## src/rtl/irqx_pkg.sv

```systemverilog
package irqx_pkg;
  localparam int REG_W  = 16;
  localparam int ADDR_W = 8;

  typedef logic [ADDR_W-1:0] reg_addr_t;
  typedef logic [REG_W-1:0]  reg_word_t;

  typedef enum logic [3:0] {
    SEL_NONE, SEL_LED, SEL_SW, SEL_STAT, SEL_CLR, SEL_MASK,
    SEL_ID1, SEL_ID2, SEL_VER, SEL_ID3, SEL_CTRL, SEL_IDENT
  } reg_sel_e;

  localparam reg_word_t ID1_WORD = 16'hAAAA;
  localparam reg_word_t ID2_WORD = 16'h5555;
  localparam reg_word_t ID3_WORD = 16'hCAFE;

  function automatic reg_sel_e decode_offset(reg_addr_t a);
    case (a)
      8'h00:   return SEL_LED;
      8'h08:   return SEL_SW;
      8'h10:   return SEL_STAT;
      8'h20:   return SEL_CLR;
      8'h38:   return SEL_MASK;
      8'h40:   return SEL_ID1;
      8'h48:   return SEL_ID2;
      8'h50:   return SEL_VER;
      8'h58:   return SEL_ID3;
      8'h60:   return SEL_CTRL;
      8'h68:   return SEL_IDENT;
      default: return SEL_NONE;
    endcase
  endfunction

  function automatic reg_word_t pending_bits(reg_word_t st, reg_word_t mk);
    return st & ~mk;
  endfunction

  function automatic reg_word_t status_update(reg_word_t st, reg_word_t req,
                                              reg_word_t clr);
    return (st | req) & ~clr;
  endfunction
endpackage

```

## src/rtl/irqx_sync.sv

```systemverilog
module irqx_sync #(
  parameter int W = 16
) (
  input  logic         clk,
  input  logic         rst_n,
  input  logic [W-1:0] d_i,
  output logic [W-1:0] q_o
);
  logic [W-1:0] stage1_q;
  logic [W-1:0] stage2_q;

  always_ff @(posedge clk or negedge rst_n) begin
    if (!rst_n) begin
      stage1_q <= '0;
      stage2_q <= '0;
    end else begin
      stage1_q <= d_i;
      stage2_q <= stage1_q;
    end
  end

  assign q_o = stage2_q;
endmodule

```

## src/rtl/irqx_debounce.sv

```systemverilog
module irqx_debounce #(
  parameter int CYC = 8
) (
  input  logic clk,
  input  logic rst_n,
  input  logic d_i,
  output logic q_o
);
  localparam int CW = $clog2(CYC + 1);
  localparam logic [CW-1:0] LAST = CW'(CYC - 1);

  logic [CW-1:0] cnt_q;
  logic          level_q;
  logic          differs;
  logic          accept;

  assign differs = d_i != level_q;
  assign accept  = differs && (cnt_q == LAST);

  always_ff @(posedge clk or negedge rst_n) begin
    if (!rst_n) begin
      cnt_q   <= '0;
      level_q <= 1'b0;
    end else if (accept) begin
      cnt_q   <= '0;
      level_q <= d_i;
    end else if (differs) begin
      cnt_q   <= cnt_q + 1'b1;
    end else begin
      cnt_q   <= '0;
    end
  end

  assign q_o = level_q;

  AST_DB_FLIP_AFTER_HOLD: assert property (@(posedge clk) disable iff (!rst_n)
    (level_q != $past(level_q)) |-> ($past(cnt_q) == LAST));
endmodule

```

## src/rtl/irqx_input_cond.sv

```systemverilog
module irqx_input_cond
  import irqx_pkg::*;
#(
  parameter int        SRC_N     = 16,
  parameter reg_word_t BTN_SEL   = 16'h0018,
  parameter int        DB_CYCLES = 8
) (
  input  logic             clk,
  input  logic             rst_n,
  input  logic [SRC_N-1:0] src_i,
  output reg_word_t        req_o
);
  logic [SRC_N-1:0] synced;

  irqx_sync #(.W(SRC_N)) u_src_sync (
    .clk   (clk),
    .rst_n (rst_n),
    .d_i   (src_i),
    .q_o   (synced)
  );

  for (genvar i = 0; i < REG_W; i++) begin : g_bit
    if (i >= SRC_N) begin : g_unused
      assign req_o[i] = 1'b0;
    end else if (BTN_SEL[i]) begin : g_button
      irqx_debounce #(.CYC(DB_CYCLES)) u_db (
        .clk   (clk),
        .rst_n (rst_n),
        .d_i   (synced[i]),
        .q_o   (req_o[i])
      );
    end else begin : g_plain
      assign req_o[i] = synced[i];
    end
  end
endmodule

```

## src/rtl/irqx_status.sv

```systemverilog
module irqx_status
  import irqx_pkg::*;
(
  input  logic      clk,
  input  logic      rst_n,
  input  reg_word_t req_i,
  input  reg_word_t clr_i,
  input  reg_word_t mask_i,
  output reg_word_t status_o,
  output logic      irq_n_o
);
  reg_word_t status_q;
  reg_word_t pend;

  always_ff @(posedge clk or negedge rst_n) begin
    if (!rst_n) status_q <= '0;
    else        status_q <= status_update(status_q, req_i, clr_i);
  end

  assign pend     = pending_bits(status_q, mask_i);
  assign irq_n_o  = ~|pend;
  assign status_o = status_q;

  AST_CLEAR_WINS: assert property (@(posedge clk) disable iff (!rst_n)
    (clr_i != '0) |=> ((status_q & $past(clr_i)) == '0));
  AST_STATUS_STICKY: assert property (@(posedge clk) disable iff (!rst_n)
    1'b1 |=> (($past(status_q) & ~status_q & ~$past(clr_i)) == '0));
  AST_IRQ_NEEDS_STATUS: assert property (@(posedge clk) disable iff (!rst_n)
    !irq_n_o |-> (status_q != '0));
  AST_IRQ_IDLE_IN_RESET: assert property (@(posedge clk)
    !rst_n |-> irq_n_o);
endmodule

```

## src/rtl/irqx_regfile.sv

```systemverilog
module irqx_regfile
  import irqx_pkg::*;
#(
  parameter reg_word_t VERSION = 16'h0102
) (
  input  logic      clk,
  input  logic      rst_n,
  input  reg_addr_t addr_i,
  input  logic      wr_en_i,
  input  reg_word_t wdata_i,
  input  reg_word_t status_i,
  input  reg_word_t sw_i,
  output reg_word_t rdata_o,
  output reg_word_t led_o,
  output reg_word_t clr_o,
  output reg_word_t mask_o
);
  reg_sel_e  sel;
  reg_word_t led_q, clr_q, mask_q, ctrl_q, ident_q;

  assign sel = decode_offset(addr_i);

  always_ff @(posedge clk or negedge rst_n) begin
    if (!rst_n) begin
      led_q   <= '0;
      clr_q   <= '0;
      mask_q  <= '1;
      ctrl_q  <= '0;
      ident_q <= '0;
    end else if (wr_en_i) begin
      case (sel)
        SEL_LED:   led_q   <= wdata_i;
        SEL_CLR:   clr_q   <= wdata_i;
        SEL_MASK:  mask_q  <= wdata_i;
        SEL_CTRL:  ctrl_q  <= wdata_i;
        SEL_IDENT: ident_q <= wdata_i;
        default:   ;
      endcase
    end
  end

  always_comb begin
    case (sel)
      SEL_LED:   rdata_o = led_q;
      SEL_SW:    rdata_o = sw_i;
      SEL_STAT:  rdata_o = status_i;
      SEL_CLR:   rdata_o = clr_q;
      SEL_MASK:  rdata_o = mask_q;
      SEL_ID1:   rdata_o = ID1_WORD;
      SEL_ID2:   rdata_o = ID2_WORD;
      SEL_VER:   rdata_o = VERSION;
      SEL_ID3:   rdata_o = ID3_WORD;
      SEL_CTRL:  rdata_o = ctrl_q;
      SEL_IDENT: rdata_o = ident_q;
      default:   rdata_o = '0;
    endcase
  end

  assign led_o  = led_q;
  assign clr_o  = clr_q;
  assign mask_o = mask_q;

  AST_MASK_HOLDS: assert property (@(posedge clk) disable iff (!rst_n)
    !(wr_en_i && addr_i == 8'h38) |=> $stable(mask_q));
  AST_UNMAPPED_ZERO: assert property (@(posedge clk) disable iff (!rst_n)
    (sel == SEL_NONE) |-> (rdata_o == '0));
endmodule

```

## src/rtl/board_irq_expander.sv

```systemverilog
module board_irq_expander
  import irqx_pkg::*;
#(
  parameter int        SRC_N     = 16,
  parameter reg_word_t BTN_SEL   = 16'h0018,
  parameter int        DB_CYCLES = 8,
  parameter reg_word_t VERSION   = 16'h0102
) (
  input  logic             clk,
  input  logic             rst_n,
  input  logic [7:0]       addr_i,
  input  logic             wr_en_i,
  input  logic [15:0]      wdata_i,
  output logic [15:0]      rdata_o,
  input  logic [SRC_N-1:0] src_i,
  input  logic [15:0]      sw_i,
  output logic [15:0]      led_o,
  output logic             irq_n_o
);
  reg_word_t req, clr, mask, status, sw_sync;

  irqx_input_cond #(
    .SRC_N     (SRC_N),
    .BTN_SEL   (BTN_SEL),
    .DB_CYCLES (DB_CYCLES)
  ) u_cond (
    .clk   (clk),
    .rst_n (rst_n),
    .src_i (src_i),
    .req_o (req)
  );

  irqx_sync #(.W(REG_W)) u_sw_sync (
    .clk   (clk),
    .rst_n (rst_n),
    .d_i   (sw_i),
    .q_o   (sw_sync)
  );

  irqx_status u_status (
    .clk      (clk),
    .rst_n    (rst_n),
    .req_i    (req),
    .clr_i    (clr),
    .mask_i   (mask),
    .status_o (status),
    .irq_n_o  (irq_n_o)
  );

  irqx_regfile #(.VERSION(VERSION)) u_regs (
    .clk      (clk),
    .rst_n    (rst_n),
    .addr_i   (addr_i),
    .wr_en_i  (wr_en_i),
    .wdata_i  (wdata_i),
    .status_i (status),
    .sw_i     (sw_sync),
    .rdata_o  (rdata_o),
    .led_o    (led_o),
    .clr_o    (clr),
    .mask_o   (mask)
  );
endmodule

```

## config.mk

```make
export PLATFORM = sky130hd
export DESIGN_NAME = board_irq_expander
export DESIGN_NICKNAME = d
export VERILOG_FILES = /design/src/rtl/irqx_pkg.sv /design/src/rtl/irqx_sync.sv /design/src/rtl/irqx_debounce.sv /design/src/rtl/irqx_input_cond.sv /design/src/rtl/irqx_status.sv /design/src/rtl/irqx_regfile.sv /design/src/rtl/board_irq_expander.sv
export SDC_FILE = /design/constraint.sdc
export NUM_CORES = 1
export LEC_CHECK = 0
export BUFFER_PORTS_ARGS = -buffer_cell sky130_fd_sc_hd__buf_2
export CAP_MARGIN = 40
export CORE_MARGIN = 1.5
export CORE_UTILIZATION = 35
export CTS_BUF_LIST = sky130_fd_sc_hd__clkbuf_8
export DETAILED_ROUTE_END_ITERATION = 8
export SYNTH_ARGS = -nofsm -noshare
export SYNTH_HDL_FRONTEND = slang
export SYNTH_SLANG_ARGS = --single-unit
```

## constraint.sdc

```tcl
create_clock -name clk -period 3.2 [get_ports clk]
set_input_delay 0.16 -clock clk [delete_from_list [all_inputs] [get_ports clk]]
set_output_delay 0.16 -clock clk [all_outputs]
set_load 0.005 [all_outputs]
```

==> summary.md, run 1 <==
| Metric | Value |
|---|---|
| Status | finished, final reports clean |
| Synthesized instance count | 546 |
| Register area | 0.004274 mm2 |
| Die height | 145.5 um |
| Fill count | 1,828 |
| Worst vdd ir | 0.2218 mV |
| Vias in the first global route | 5,139 |
| Largest family of logic cells by synthesized area | multiplexers |
| Largest net degree at the start of global routing | 83 |
| Fmax achieved | about 340 MHz |
| Final instance area | 0.008876 mm2 |
| Cell Pwr Density | 494.8 mW/mm2 |
| First-pass GRT wire length | roughly 29 mm |
| DR top layer | met4 |
| H-tree lvl count | 4 |
| Syn Area/Cell | 13.01 um2 |
| Final setup viols | 0 |
| Die width | 145.5 um |
| CTS root buf | clkbuf_8 |
| Post-Syn Area | 0.007106 mm2 |
| Clk_lat worst skew | 0.47 ns |
| Hold crit path type | primary input to async pin |
| Antenna violations before repair | 1 |
| Crit end category | output port |
| Syn-to-layout area delta | 24.92% |
| Met2 wire len | 8.711 mm |
| Total number of vias | 5,001 |
| Multiplexer share of the synthesized area | 17.75% |
| Async set-reset flop share out of synthesis | 100.0% |
| Number of synthesized register bits | 170 |
| Crit Path Max Fanout | 11 |
| Multi-input logic area | 0.002616 mm2 |
| Final Hold Fails | 0 |
| Final Max Slew Viols | 0 |
| Count of different cell masters after synthesis | 60 |
| Sequential fraction of the synthesis area | 60.15% |
| Adder-Cell Fraction of Synth Area | 0.8804% |
| Pleak | 4.209 nW |
| Metal3 WL | 1.068 mm |
| Pre-Repair DR Iteration Count | 7 |
| Metal-1 WL | 8.020 mm |
| Worst EP required | around 3.0 ns |
| Period minus WS final | 2.955 ns |
| Post-Place Cell Area | 0.008001 mm2 |
| 1st-iter DRT viols | 399 |
| Setup bufs post-CTS | 0 |
| Compound-Gate Fraction of Synth Area | 8.752% |
| TNS Setup | 0 ns |
| Unrepaired setup endpoints after global routing | no |
| Sink Count | 170 |
| Tot Pwr | 4.392 mW |
| Max-Cap Viols | 0 |
| Ys Warns | 0 |
| Layout cell share with drive strength beyond 1 | 37.13% |
| Number of synthesized flops with an enable pin | 0 |
| DR DRC count | 0 |
| Clock buffer depth | 2 |
| Post-Synth Simple-Gate Area | 8.135% |
| Synth Area in XOR/XNOR | 1.233% |
| Die area | 0.02117 mm2 |
| WL final | 18.18 mm |
| # rows | 51 |
| Hold slack | between 0.2 and 0.3 ns |
| Routability cong. | 0.8627 |
| Post-DP HPWL | 12.74 mm |
| GRT overflow | 0 |
| Slew @ Worst Pin | around 0.77 ns |
| Num CTS Buffers | 17 |
| CORE AREA | 0.01972 mm2 |
| Crit path DAT | roughly 2.8 ns |
| Final #Nets | 770 |
| Syn nets | 610 |
| Final ANT Viol Nets | 0 |
| Rel. slew slack | 48.68% |
| CP Launch Type | primary input |
| Reg2reg setup slack | about 2.0 ns |
| IO buf count | between 90 and 100 |
| GR Util All Layers | 17.76% |
| Most used DFF post-synth | dfrtp_1 |
| Final core utilization | 45.02% |
| CTS tree | built |
| Clock slew at reported path FFs | around 0.10 ns |
| Worst Clk Skew | 0.01412 ns |
| Routed vias/inst | ~5.1 |
| Starting Density | 36.04% |
| Top-Level Pins | 92 |
| WL per Instance | 18.45 um |
| Final Cycle Share | between 90 and 100% |
| Worst setup path class | primary input to output port |
-- through the flow --
step,setup WS (ns),cells
2_1_floorplan,0.3659,546
3_3_place_gp,0.3014,903
3_5_place_dp,0.2928,903
4_1_cts,0.2661,984
5_1_grt,0.02795,985
6_report,0.2448,985
-- timing repair --
| action | in CTS | in global routing |
|---|---|---|
| endpoints found under the setup margin | 0 | 0 |
| gates resized for setup | 0 | 0 |
| endpoints found under the hold margin | 168 | 0 |
| hold buffers | 49 | 0 |
-- cells in the mapped netlist, types with 7 or more instances --
cell type | count | area [um2]
dfrtp_1 | 154 | 3854
and3_1 | 7 | 43.79
inv_1 | 24 | 90.09
mux2i_1 | 12 | 120.1
mux2_2 | 79 | 889.6
nand2_1 | 26 | 97.59
a31oi_1 | 12 | 75.07
dfstp_2 | 16 | 420.4
a221oi_1 | 8 | 70.07
clkbuf_1 | 10 | 37.54
nor2_1 | 52 | 195.2
mux2_4 | 10 | 150.1
nand3_1 | 10 | 50.05
buf_2 | 11 | 55.05
xor2_1 | 8 | 70.07
mux2_1 | 9 | 101.4
-- routing by layer --
layer  track usage [%]  up-vias
met2             28.29      175
li1                  -     2275
met3             4.671       23
met5                 0        -
met1             23.57     2528
met4             5.867        0
-- power breakdown --
group,switching [mW],internal [mW]
Combinational,0.251,0.232
Clock,0.827,0.622
Sequential,0.139,2.32
-- cells in the final DEF (no fill, tap or decap), types with 3 or more instances in the layout --
master         synthesis  final
and3_1                 7      7
dfstp_2               16     16
buf_2                 11     90
inv_6                  0      5
a41oi_1                3      3
nand3b_1               3      3
a21oi_1                6      6
dfrtp_1              154    154
nand2_1               26     26
and2_1                 3      3
o31a_1                 5      5
nand3_1               10     10
nor2_1                52     52
xor2_1                 8      8
nor3_1                 5      4
mux2_4                10     10
a222oi_1               5      5
nor3_2                 2      3
a22oi_1                5      5
mux2i_1               12     12
o22ai_1                6      6
dlygate4sd3_1          0     49
a211o_1                4      4
buf_4                  3     25
o21ai_0                4      4
mux2_1                 9      9
inv_1                 24     24
a31oi_1               12     12
mux2_2                79     79
a221oi_1               8      8
clkbuf_8               0     20
ha_1                   5      5
-- sequential cells by signal, indices dropped and copies added (netlist names) --
| register | count |
|---|---|
| u_cond.g_bit.g_button.u_db.cnt_q | 8 |
| u_cond.g_bit.g_button.u_db.q_o | 2 |
| u_cond.u_src_sync.q_o | 16 |
| u_cond.u_src_sync.stage1_q | 16 |
| u_regs.clr_o | 16 |
| u_regs.ctrl_q | 16 |
| u_regs.ident_q | 16 |
| u_regs.led_o | 16 |
| u_regs.mask_o | 16 |
| u_status.status_o | 16 |
| u_sw_sync.q_o | 16 |
| u_sw_sync.stage1_q | 16 |
-- final timing paths --
kind / from / endpoint / cells after the start
setup / recovery: addr_i[7] / rdata_o[7] / 13
hold / removal: rst_n / u_regs.led_o[12]$_DFFE_PN0P_ / 2
setup reg to reg: u_cond.g_bit[4].g_button.u_db.cnt_q[0]$_DFF_PN0_ / u_cond.g_bit[4].g_button.u_db.q_o$_DFFE_PN0P_ / 3
hold reg to reg: u_cond.u_src_sync.stage1_q[4]$_DFF_PN0_ / u_cond.u_src_sync.q_o[4]$_DFF_PN0_ / 0
max in group asynchronous: rst_n / u_regs.mask_o[3]$_DFFE_PN1P_ / 3
min in group clk: wr_en_i / u_regs.mask_o[15]$_DFFE_PN1P_ / 3
-- critical path, cell delays in order --
cell	delay, ns
buf_2	0.12
nor4_1	0.27
buf_4	0.22
nand3_1	0.16
inv_1	0.09
ha_1	0.25
or3b_2	0.46
a21oi_1	0.17
o221ai_1	0.16
buf_4	0.21
o211a_1	0.13
a31oi_1	0.23
buf_2	0.16
-- cell type report --
| cell class | count | area share (%) |
|---|---|---|
| flip-flops and latches | 170 | 48.15 |
| multi-input cells | 326 | 29.48 |
| repair buffers | 167 | 13.29 |
| well taps | 265 | 3.736 |
| clock buffers | 20 | 3.101 |
| clock inverters | 12 | 1.198 |
| inverters | 24 | 1.015 |
| diodes | 1 | 0.02819 |
-- cell families (layout without fill, tap and decap cells) --
logic type,Yosys count,in the layout
AO/OA/AOI/OAI,80,80
multiplexers,110,110
adder cells (fa/ha/maj),5,5
XOR/XNOR,10,10
AND/OR/NAND/NOR,121,121
other,0,1
buffers and inverters,50,223
flip-flops,170,170
No activity file was read; power rests on OpenSTA's default activity.
==> run 2, diff against run 1 <==
- CORE_UTILIZATION: 35 -> 50
- PLACE_DENSITY: not set -> 0.71
==> run 2 against run 1 <==
Net effect: clock power is 4% higher; clock skew is 0.0056 ns lower; power is 0.95% higher; first-iteration DRC count is 8.5% higher; core utilization is 18 points higher; flip-flop and latch count stayed put; register-to-register slack hardly changed; critical path depth is 2 lower; sequential share of layout area is 0.54 points higher; wire length is 3.4% lower.
==> summary.md, run 2 (synthesis gave the netlist of run 1 again) <==
| Metric | Value |
|---|---|
| Pre-Repair DR Iteration Count | 5 |
| Tot Pwr | 4.434 mW |
| Routed vias/inst | 5.583 |
| Sink Count | 170 |
| Die width | 122.2 um |
| Routability cong. | 0.8520 |
| IO buf count | 91 |
| Total number of vias | between 5,000 and 6,000 |
| Post-DP HPWL | 11.74 mm |
| # hold bufs at CTS | between 40 and 50 |
| Final worst setup slack | 0.1902 ns |
| Final Cycle Share | a little over nine tenths |
| Crit end category | output port |
| Post-Place Cell Area | ~0.008 mm2 |
| Die area | 0.01494 mm2 |
| Final #Nets | between 700 and 800 |
| Sequential Power Share | between 50% and 60% |
| Clock power share | 34.0% |
| Cell Pwr Density | 505.1 mW/mm2 |
| Worst EP required | 3.04 ns |
| Worst Clk Skew | 0.008481 ns |
| Worst vdd ir | 0.3157 mV |
| # rows | 43 |
| Die height | 122.2 um |
| Clk_lat worst skew | between 0.4 and 0.5 ns |
| Final instance area | 0.008778 mm2 |
| Gate power share | a little over a tenth |
| TNS Setup | 0 ns |
| Clock slew at reported path FFs | 0.08 ns |
| Fmax achieved | 332.2 MHz |
| WL final | 17.55 mm |
| Slew @ Worst Pin | about 0.95 ns |
| Hold crit path type | primary input to async pin |
| CORE AREA | 0.01388 mm2 |
| Sw Ratio | 26.36% |
| Worst setup path class | primary input to output port |
| Syn-to-layout area delta | 23.54% |
| GR Util All Layers | 25.19% |
| Status | finished, final reports clean |
| First-pass GRT wire length | 27.83 mm |
| CP Launch Type | primary input |
| Power Internal | around 3.3 mW |
| Crit Path Max Fanout | 10 |
| Vias in the first global route | roughly 5,200 |
| Crit path DAT | 2.85 ns |
| CTS root buf | clkbuf_8 |
| 1st-iter DRT viols | roughly 430 |
| Setup bufs post-CTS | 0 |
| Period minus WS final | 3.010 ns |
| Final Max Slew Viols | 0 |
| Clock buffer depth | 2 |
| Final Hold Fails | 0 |
| NetSw | approximately 1.2 mW |
| Layout cell share with drive strength beyond 1 | 37.08% |
| GRT overflow | 0 |
| Num CTS Buffers | 17 |
| Final setup viols | 0 |
| DR DRC count | 0 |
| Post-CTS sizing | 0 |
| Antenna violations before repair | 0 |
| Reg2reg setup slack | 1.96 ns |
| Most frequent cells in the layout | dfrtp_1 (154), buf_2 (90), mux2_2 (79) |
| Pre-CTS setup slack | approximately 0.31 ns |
| ANT cells | 0 |
| Post-placement cell count | 819 |
| Top-Level Pins | 92 |
| Non-filler cells, final | 900 |
| Pleak | 4.206 nW |
| CTS tree | built |
| Largest net degree at the start of global routing | 91 |
| WL per Instance | a little under 20 um |
| Rel. slew slack | 36.45% |
| Starting Density | approximately half |
| H-tree lvl count | 4 |
| Commonest non-fill, non-tap cell in the layout | dfrtp_1 |
| Final ANT Viol Nets | 0 |
| Max-Cap Viols | 0 |
| Unrepaired setup endpoints after global routing | no |
==> run 2: cell types whose count changed in the layout (fill, tap and decap cells not counted) <==
| cell | delta |
|---|---|
| bufinv_16 | +2 |
| diode_2 | -1 |
| clkinv_8 | -1 |
| inv_6 | -4 |
| buf_4 | +2 |
| clkinvlp_4 | +3 |
| buf_12 | -1 |
| clkbuf_8 | -2 |
| clkinv_4 | +1 |
| inv_1 | +1 |
==> run 2: layout make-up <==
cell class / instances / area, um2
clock buffers: 18 / 247.7
clock inverters: 14 / 150.1
fillers: 1096 / 5102
inverters: 24 / 90.09
multi-input cells: 326 / 2616
flip-flops and latches: 170 / 4274
well taps: 180 / 225.2
repair buffers: 168 / 1175
==> run 2: power groups by stage <==
stage                     sequential [mW]  clock, mW  combinational (mW)
after global placement               2.48          0               0.404
final                                2.45       1.51               0.471
after floorplan                      2.45          0               0.254
after CTS                            2.45       1.53               0.476
after global routing                 2.47       1.62               0.531
after detailed placement             2.49          0               0.426
==> run 2: routing by layer <==
| layer | track usage (%) | share of wire, % |
|---|---|---|
| met2 | 40.08 | 48 |
| met1 | 33.51 | 43 |
| met5 | 0 | 0 |
| met3 | 6.134 | 6.8 |
| met4 | 9.884 | 2.8 |
==> run 2: through the flow <==
step | utilization [%] | hold slack, ns
final | 63.24 | 0.3063
after global routing | 63.24 | 0.3098
after CTS | 63.24 | 0.3042
after detailed placement | 56.84 | 0.2693
after global placement | 56.84 | 0.2606
after floorplan | - | -0.1356
==> run 2: worst max-delay path, stage by stage <==
cell      delay, ns
buf_2          0.12
nor4_1         0.37
buf_4          0.24
nand2_1        0.10
ha_1           0.22
buf_4          0.15
a31o_2         0.22
o221ai_1       0.73
o31a_1         0.25
a31oi_1        0.11
buf_2          0.16
==> run 2: worst paths after layout <==
path | from | endpoint | depth (start not counted)
setup reg to reg | u_cond.g_bit[4].g_button.u_db.cnt_q[0]$_DFF_PN0_ | u_cond.g_bit[4].g_button.u_db.q_o$_DFFE_PN0P_ | 3
min in group clk | wr_en_i | u_regs.mask_o[0]$_DFFE_PN1P_ | 3
hold reg to reg | u_sw_sync.stage1_q[6]$_DFF_PN0_ | u_sw_sync.q_o[6]$_DFF_PN0_ | 0
max in group asynchronous | rst_n | u_regs.mask_o[12]$_DFFE_PN1P_ | 3
setup / recovery | addr_i[7] | rdata_o[3] | 11
hold / removal | rst_n | u_cond.g_bit[4].g_button.u_db.cnt_q[2]$_DFF_PN0_ | 2
